## src/rtl/bag_pkg.sv

```systemverilog
package bag_pkg;

    localparam int PAGE_BITS     = 12;
    localparam int SPAN_W        = 17;
    localparam int SHORT_MAX_LEN = 15;

    typedef enum logic [1:0] {
        BK_FIXED = 2'b00,
        BK_INCR  = 2'b01,
        BK_WRAP  = 2'b10,
        BK_RSVD  = 2'b11
    } burst_kind_e;

    typedef struct packed {
        burst_kind_e kind;
        logic [2:0]  size;
        logic [7:0]  len;
    } burst_ctx_t;

    function automatic logic wrap_len_ok(input logic [7:0] len);
        return (len == 8'd1) || (len == 8'd3) || (len == 8'd7) || (len == 8'd15);
    endfunction

    function automatic logic [SPAN_W-1:0] span_bytes(input logic [7:0] len,
                                                     input logic [2:0] size);
        return (SPAN_W'(len) + SPAN_W'(1)) << size;
    endfunction

endpackage

```

## src/rtl/bag_legal.sv

```systemverilog
module bag_legal
    import bag_pkg::*;
#(
    parameter int MAX_SIZE = 2
) (
    input  logic [PAGE_BITS-1:0] page_off_i,
    input  burst_ctx_t           ctx_i,
    output logic                 bad_o
);

    logic [SPAN_W-1:0] beat_b;
    logic [SPAN_W-1:0] off_al;
    logic [SPAN_W-1:0] end_b;
    logic              kind_bad;

    always_comb begin
        beat_b = SPAN_W'(1) << ctx_i.size;
        off_al = SPAN_W'(page_off_i) & ~(beat_b - SPAN_W'(1));
        end_b  = off_al + span_bytes(ctx_i.len, ctx_i.size);
        case (ctx_i.kind)
            BK_FIXED: kind_bad = ctx_i.len > 8'(SHORT_MAX_LEN);
            BK_INCR:  kind_bad = end_b > (SPAN_W'(1) << PAGE_BITS);
            BK_WRAP:  kind_bad = !wrap_len_ok(ctx_i.len);
            default:  kind_bad = 1'b1;
        endcase
        bad_o = kind_bad || (int'(ctx_i.size) > MAX_SIZE);
    end

endmodule

```

## src/rtl/bag_next.sv

```systemverilog
module bag_next
    import bag_pkg::*;
#(
    parameter int ADDR_W = 32
) (
    input  logic [ADDR_W-1:0] addr_i,
    input  burst_ctx_t        ctx_i,
    output logic [ADDR_W-1:0] next_o
);

    logic [ADDR_W-1:0] beat_b;
    logic [ADDR_W-1:0] aligned;
    logic [ADDR_W-1:0] stepped;
    logic [ADDR_W-1:0] wmask;

    always_comb begin
        beat_b  = ADDR_W'(1) << ctx_i.size;
        aligned = addr_i & ~(beat_b - ADDR_W'(1));
        stepped = aligned + beat_b;
        wmask   = ((ADDR_W'(ctx_i.len) + ADDR_W'(1)) << ctx_i.size) - ADDR_W'(1);
        case (ctx_i.kind)
            BK_INCR: next_o = stepped;
            BK_WRAP: next_o = (aligned & ~wmask) | (stepped & wmask);
            default: next_o = addr_i;
        endcase
    end

endmodule

```

## src/rtl/burst_addr_gen.sv

```systemverilog
module burst_addr_gen
    import bag_pkg::*;
#(
    parameter int ADDR_W    = 32,
    parameter int BUS_BYTES = 4
) (
    input  logic              clk,
    input  logic              rst,
    input  logic              load_i,
    input  logic [ADDR_W-1:0] start_addr_i,
    input  logic [7:0]        len_i,
    input  logic [2:0]        size_i,
    input  logic [1:0]        kind_i,
    input  logic              next_i,
    output logic [ADDR_W-1:0] beat_addr_o,
    output logic              last_o,
    output logic              busy_o,
    output logic              err_o
);

    localparam int MAX_SIZE = $clog2(BUS_BYTES);

    burst_ctx_t        ctx_in;
    burst_ctx_t        ctx_q;
    logic [ADDR_W-1:0] addr_q;
    logic [ADDR_W-1:0] addr_nxt;
    logic [7:0]        left_q;
    logic              busy_q;
    logic              err_q;
    logic              bad;
    logic              accept;
    logic              step;

    assign ctx_in = '{kind: burst_kind_e'(kind_i), size: size_i, len: len_i};
    assign accept = load_i && !busy_q;
    assign step   = next_i && busy_q;

    bag_legal #(.MAX_SIZE(MAX_SIZE)) u_legal (
        .page_off_i (start_addr_i[PAGE_BITS-1:0]),
        .ctx_i      (ctx_in),
        .bad_o      (bad)
    );

    bag_next #(.ADDR_W(ADDR_W)) u_next (
        .addr_i (addr_q),
        .ctx_i  (ctx_q),
        .next_o (addr_nxt)
    );

    always_ff @(posedge clk) begin
        if (rst) begin
            busy_q <= 1'b0;
            err_q  <= 1'b0;
            addr_q <= '0;
            left_q <= '0;
            ctx_q  <= '{kind: BK_FIXED, size: '0, len: '0};
        end else if (accept) begin
            err_q <= bad;
            if (!bad) begin
                busy_q <= 1'b1;
                addr_q <= start_addr_i;
                left_q <= len_i;
                ctx_q  <= ctx_in;
            end
        end else if (step) begin
            if (left_q == 8'd0) begin
                busy_q <= 1'b0;
            end else begin
                addr_q <= addr_nxt;
                left_q <= left_q - 8'd1;
            end
        end
    end

    assign beat_addr_o = addr_q;
    assign last_o      = busy_q && (left_q == 8'd0);
    assign busy_o      = busy_q;
    assign err_o       = err_q;

endmodule

```

## config.mk

```make
export PLATFORM = sky130hd
export DESIGN_NAME = burst_addr_gen
export DESIGN_NICKNAME = d
export VERILOG_FILES = /design/src/rtl/bag_pkg.sv /design/src/rtl/bag_legal.sv /design/src/rtl/bag_next.sv /design/src/rtl/burst_addr_gen.sv
export SDC_FILE = /design/constraint.sdc
export NUM_CORES = 1
export LEC_CHECK = 0
export BUFFER_PORTS_ARGS = -buffer_cell sky130_fd_sc_hd__clkbuf_2
export CORE_ASPECT_RATIO = 0.75
export CORE_UTILIZATION = 48
export CTS_BUF_LIST = sky130_fd_sc_hd__clkbuf_16
export DETAILED_ROUTE_END_ITERATION = 7
export PLACE_DENSITY = 0.74
export SYNTH_ARGS = -nofsm -noshare
export SYNTH_HDL_FRONTEND = slang
export SYNTH_SLANG_ARGS = --single-unit
```

## constraint.sdc

```tcl
create_clock -name clk -period 13 [get_ports clk]
set_clock_uncertainty 0.15 [all_clocks]
set_input_delay 0 -clock clk [delete_from_list [all_inputs] [get_ports clk]]
set_output_delay 0 -clock clk [all_outputs]
set_load 0.01 [all_outputs]
```

==> impl_metrics.env <==
export IMPL_status="finished, final reports clean"
export IMPL_fin_nets=1064
export IMPL_critPathMaxStageDelay_ps=640
export IMPL_worstSetupStartpoint="len_i[0]"
export IMPL_crit_chain="dlygate4sd3_1, clkbuf_2, ha_1, nand2_1, nor2_1, o22ai_1, a22oi_1, mux2_2, nor2_1, a21oi_1, ha_1, nand2_1, or4b_2, o22ai_1, o21ai_0, xnor2_1, o41a_1, a21o_1, and2_1, nor3_1, a31o_2"
export IMPL_overflow=0
export IMPL_critical_path_class="in2reg"
export IMPL_die_area_sq_um=14000
export IMPL_yosysTopAreaCellShare=0.170
export IMPL_slowest_stage="a21o_1"
export IMPL_final_fill_count=1336
export IMPL_yosys_warnings=0
export IMPL_grt_util_all_layers=0.310
export IMPL_startpoint_type="input port"
export IMPL_synth_edf_count=0
export IMPL_fin_util=0.559
export IMPL_syn_avg_cell_area_sq_um=6.91
export IMPL_end_kind="register"
export IMPL_holdCritPathClass="in2reg"
export IMPL_finalWirelength_mm=21.1
export IMPL_antenna_found_initial=0
export IMPL_core_area_sq_um=13100
export IMPL_max_freq_mhz=184
export IMPL_gp_congestion=0.961
export IMPL_syn_area_sq_um=6480
export IMPL_worst_r2r_setup_slack_ps=7680
export IMPL_firstDrtPassIters=6
export IMPL_wire_per_inst_um=18.2
export IMPL_layout_setup_ws_ps=7570
export IMPL_synthTopCellsByCount="nand2_1, nor2_1, a21oi_1"
export IMPL_hpwl_mm=15.1
export IMPL_maxCapViolations=0
export IMPL_drive_above_1_share=0.126
export IMPL_rr_worst_depth=17
export IMPL_rows=36
export IMPL_p_leak_uw=0.00290
export IMPL_htree_levels=2
export IMPL_clockBufferDepth=2
export IMPL_synth_most_common_cell="nand2_1"
export IMPL_synth_cells=939
export IMPL_setup_viol=0
export IMPL_rsz0062_at_grt="false"
export IMPL_post_route_drc_count=0
export IMPL_grt_met1_usage=0.473
export IMPL_cp_max_fo=20
export IMPL_slew_headroom=0.363
export IMPL_endpoint="left_q[2]"
export IMPL_grt_start_max_net_pins=66
export IMPL_area_delta_synth_final_pct=12.5
export IMPL_vias=7356
export IMPL_period_needed_ps=5430
export IMPL_tightest_slew_ps=956
export IMPL_ir_drop_uv=48.0
export IMPL_tns_ps=0
export IMPL_ant_nets=0
export IMPL_cts_buffers_inserted=5
export IMPL_r2r_end="beat_addr_o[25]"
export IMPL_path_clk_slew_ps=80
export IMPL_cts_sinks=55
export IMPL_cts_root_buffer="clkbuf_16"
export IMPL_die_x_um=136
export IMPL_hold_viol=0
export IMPL_grt_use_met2=0.446
export IMPL_io_pins=84
export IMPL_async_flop_share=0
export IMPL_synth_seq_area_share=0.170
export IMPL_grt_pass1_vias=6457
export IMPL_io_buffers=83
export IMPL_syn_num_nets=1015
export IMPL_r2r_start="ctx_q[9]"
export IMPL_initial_utilization=0.496
export IMPL_grt_busiest_layer="met1"
export IMPL_synth_area_leaders="dfxtp_1, nand2_1, a21oi_1, o21ai_0, ha_1"
export IMPL_clk_latency_ps=300
export IMPL_cts_tree="yes"
export IMPL_dp_slack_ps=7860
export IMPL_routed_via_density=6.35
export IMPL_drtIter0Drc=794
export IMPL_postCtsSetupBuffers=0
export IMPL_crit_arrival_ps=5470
export IMPL_yosysTopAreaCell="dfxtp_1"
export IMPL_power_density_nw_per_um2=64.6
export IMPL_die_h_um=103
export IMPL_timing_final_crit_share=0.417
export IMPL_use_met3=0.0551
export IMPL_synth_distinct_cells=85
export IMPL_ctsResizeCount=0
export IMPL_grt_pass1_wl_mm=34.2
export IMPL_report_power_total_uw=471
export IMPL_cp_data_required_time_ps=13050
export IMPL_slew_violations=0
export IMPL_antennaDiodeCount=0
export IMPL_synth_seq_cells=55
export IMPL_synthFlopType="dfxtp_1"
## metrics by stage
| step | instance area (sq um) | hold slack (ps) | cells |
|---|---|---|---|
| final | 7300 | 3.65 | 1159 |
| after floorplan | 6480 | -14.0 | 939 |
| after CTS | 7300 | 0.209 | 1159 |
| after global placement | 6810 | 101 | 1118 |
| after detailed placement | 6810 | 103 | 1118 |
| after global routing | 7300 | 33.9 | 1159 |
## state kept, by name, summed over array words and instances, names as in the netlist
name,count
ctx_q,13
left_q,8
err_o,1
busy_o,1
beat_addr_o,32
## repair_timing
item | CTS | global route
setup endpoints to repair | 0 | 0
hold endpoints to repair | 34 | 0
hold buffers | 34 | 0
## layout make-up
class,count,area [sq um],share of cell area
multi-input combinational,773,4920,0.675
sequential,55,1100,0.151
timing repair buffer,124,808,0.111
tap,171,214,0.0293
clock buffer,5,125,0.0171
inverter,29,109,0.0149
clock inverter,2,16.3,0.00223
## worst min path at each step
| stage | slack [ps] | cells past startpoint | start | end |
|---|---|---|---|---|
| global route | 30 | 3 | start_addr_i[2] | beat_addr_o[2] |
| detailed placement | 100 | 3 | start_addr_i[23] | beat_addr_o[23] |
| finish | 4 | 3 | start_addr_i[2] | beat_addr_o[2] |
| floorplan | -10 | 2 | kind_i[1] | ctx_q[12] |
| global placement | 100 | 3 | start_addr_i[23] | beat_addr_o[23] |
| CTS | 0.2 | 3 | start_addr_i[2] | beat_addr_o[2] |
## metal layers
layer  part of all wire  vias to the layer above
met2               0.41                      385
li1                   -                     3572
met5                  0                        -
met4              0.014                        0
met1               0.47                     3375
met3               0.11                       24
## power by group
part / internal (uW) / switching, uW / total, uW / leakage (uW)
Combinational: 60.4 / 90.4 / 151 / 0.00239
Clock: 71.4 / 68.1 / 140 / 0.0000663
Sequential: 173 / 7.33 / 181 / 0.000445
## cells in the final DEF, fill, tap and decap left out, types with 6 or more instances in the layout
master,synthesis,final
dlygate4sd3_1,0,34
and2_1,15,15
and3_1,15,15
a21oi_1,77,77
nor4_1,8,8
or3_1,8,8
nor3_1,20,20
a211o_1,6,6
nand2b_1,14,14
inv_1,28,28
nor2b_1,13,12
nand4_1,15,15
clkbuf_2,2,83
o21ai_0,66,66
a211oi_1,13,13
xnor2_1,23,23
o211ai_1,14,14
dfxtp_1,55,55
a311oi_1,9,9
ha_1,26,26
o31ai_1,12,12
mux2i_1,26,26
buf_4,1,7
nor2_1,84,84
nand2_1,114,114
nand3_1,37,37
a31o_2,7,7
xor2_1,10,10
a31oi_1,14,14
o22ai_1,10,10
nand3b_1,7,7
o211a_1,8,8
## logic make-up after synthesis
logic type,count (synthesis),synth area share
and+or+nand+nor,382,0.296
AOI/OAI and AO/OA,299,0.310
buffers and inverters,111,0.0724
DFF,55,0.170
xor gates and xnor gates,33,0.0446
muxes,32,0.0540
adders and majority gates,27,0.0533
## worst max-delay path, delay by kind of cell
family | cells | cell delay (ps)
AOI/OAI and AO/OA | 8 | 2020
xor gates and xnor gates | 1 | 180
adders and majority gates | 2 | 690
buffers and inverters | 2 | 780
muxes | 1 | 210
and+or+nand+nor | 7 | 1610
No activity file was read; power rests on OpenSTA's default activity.
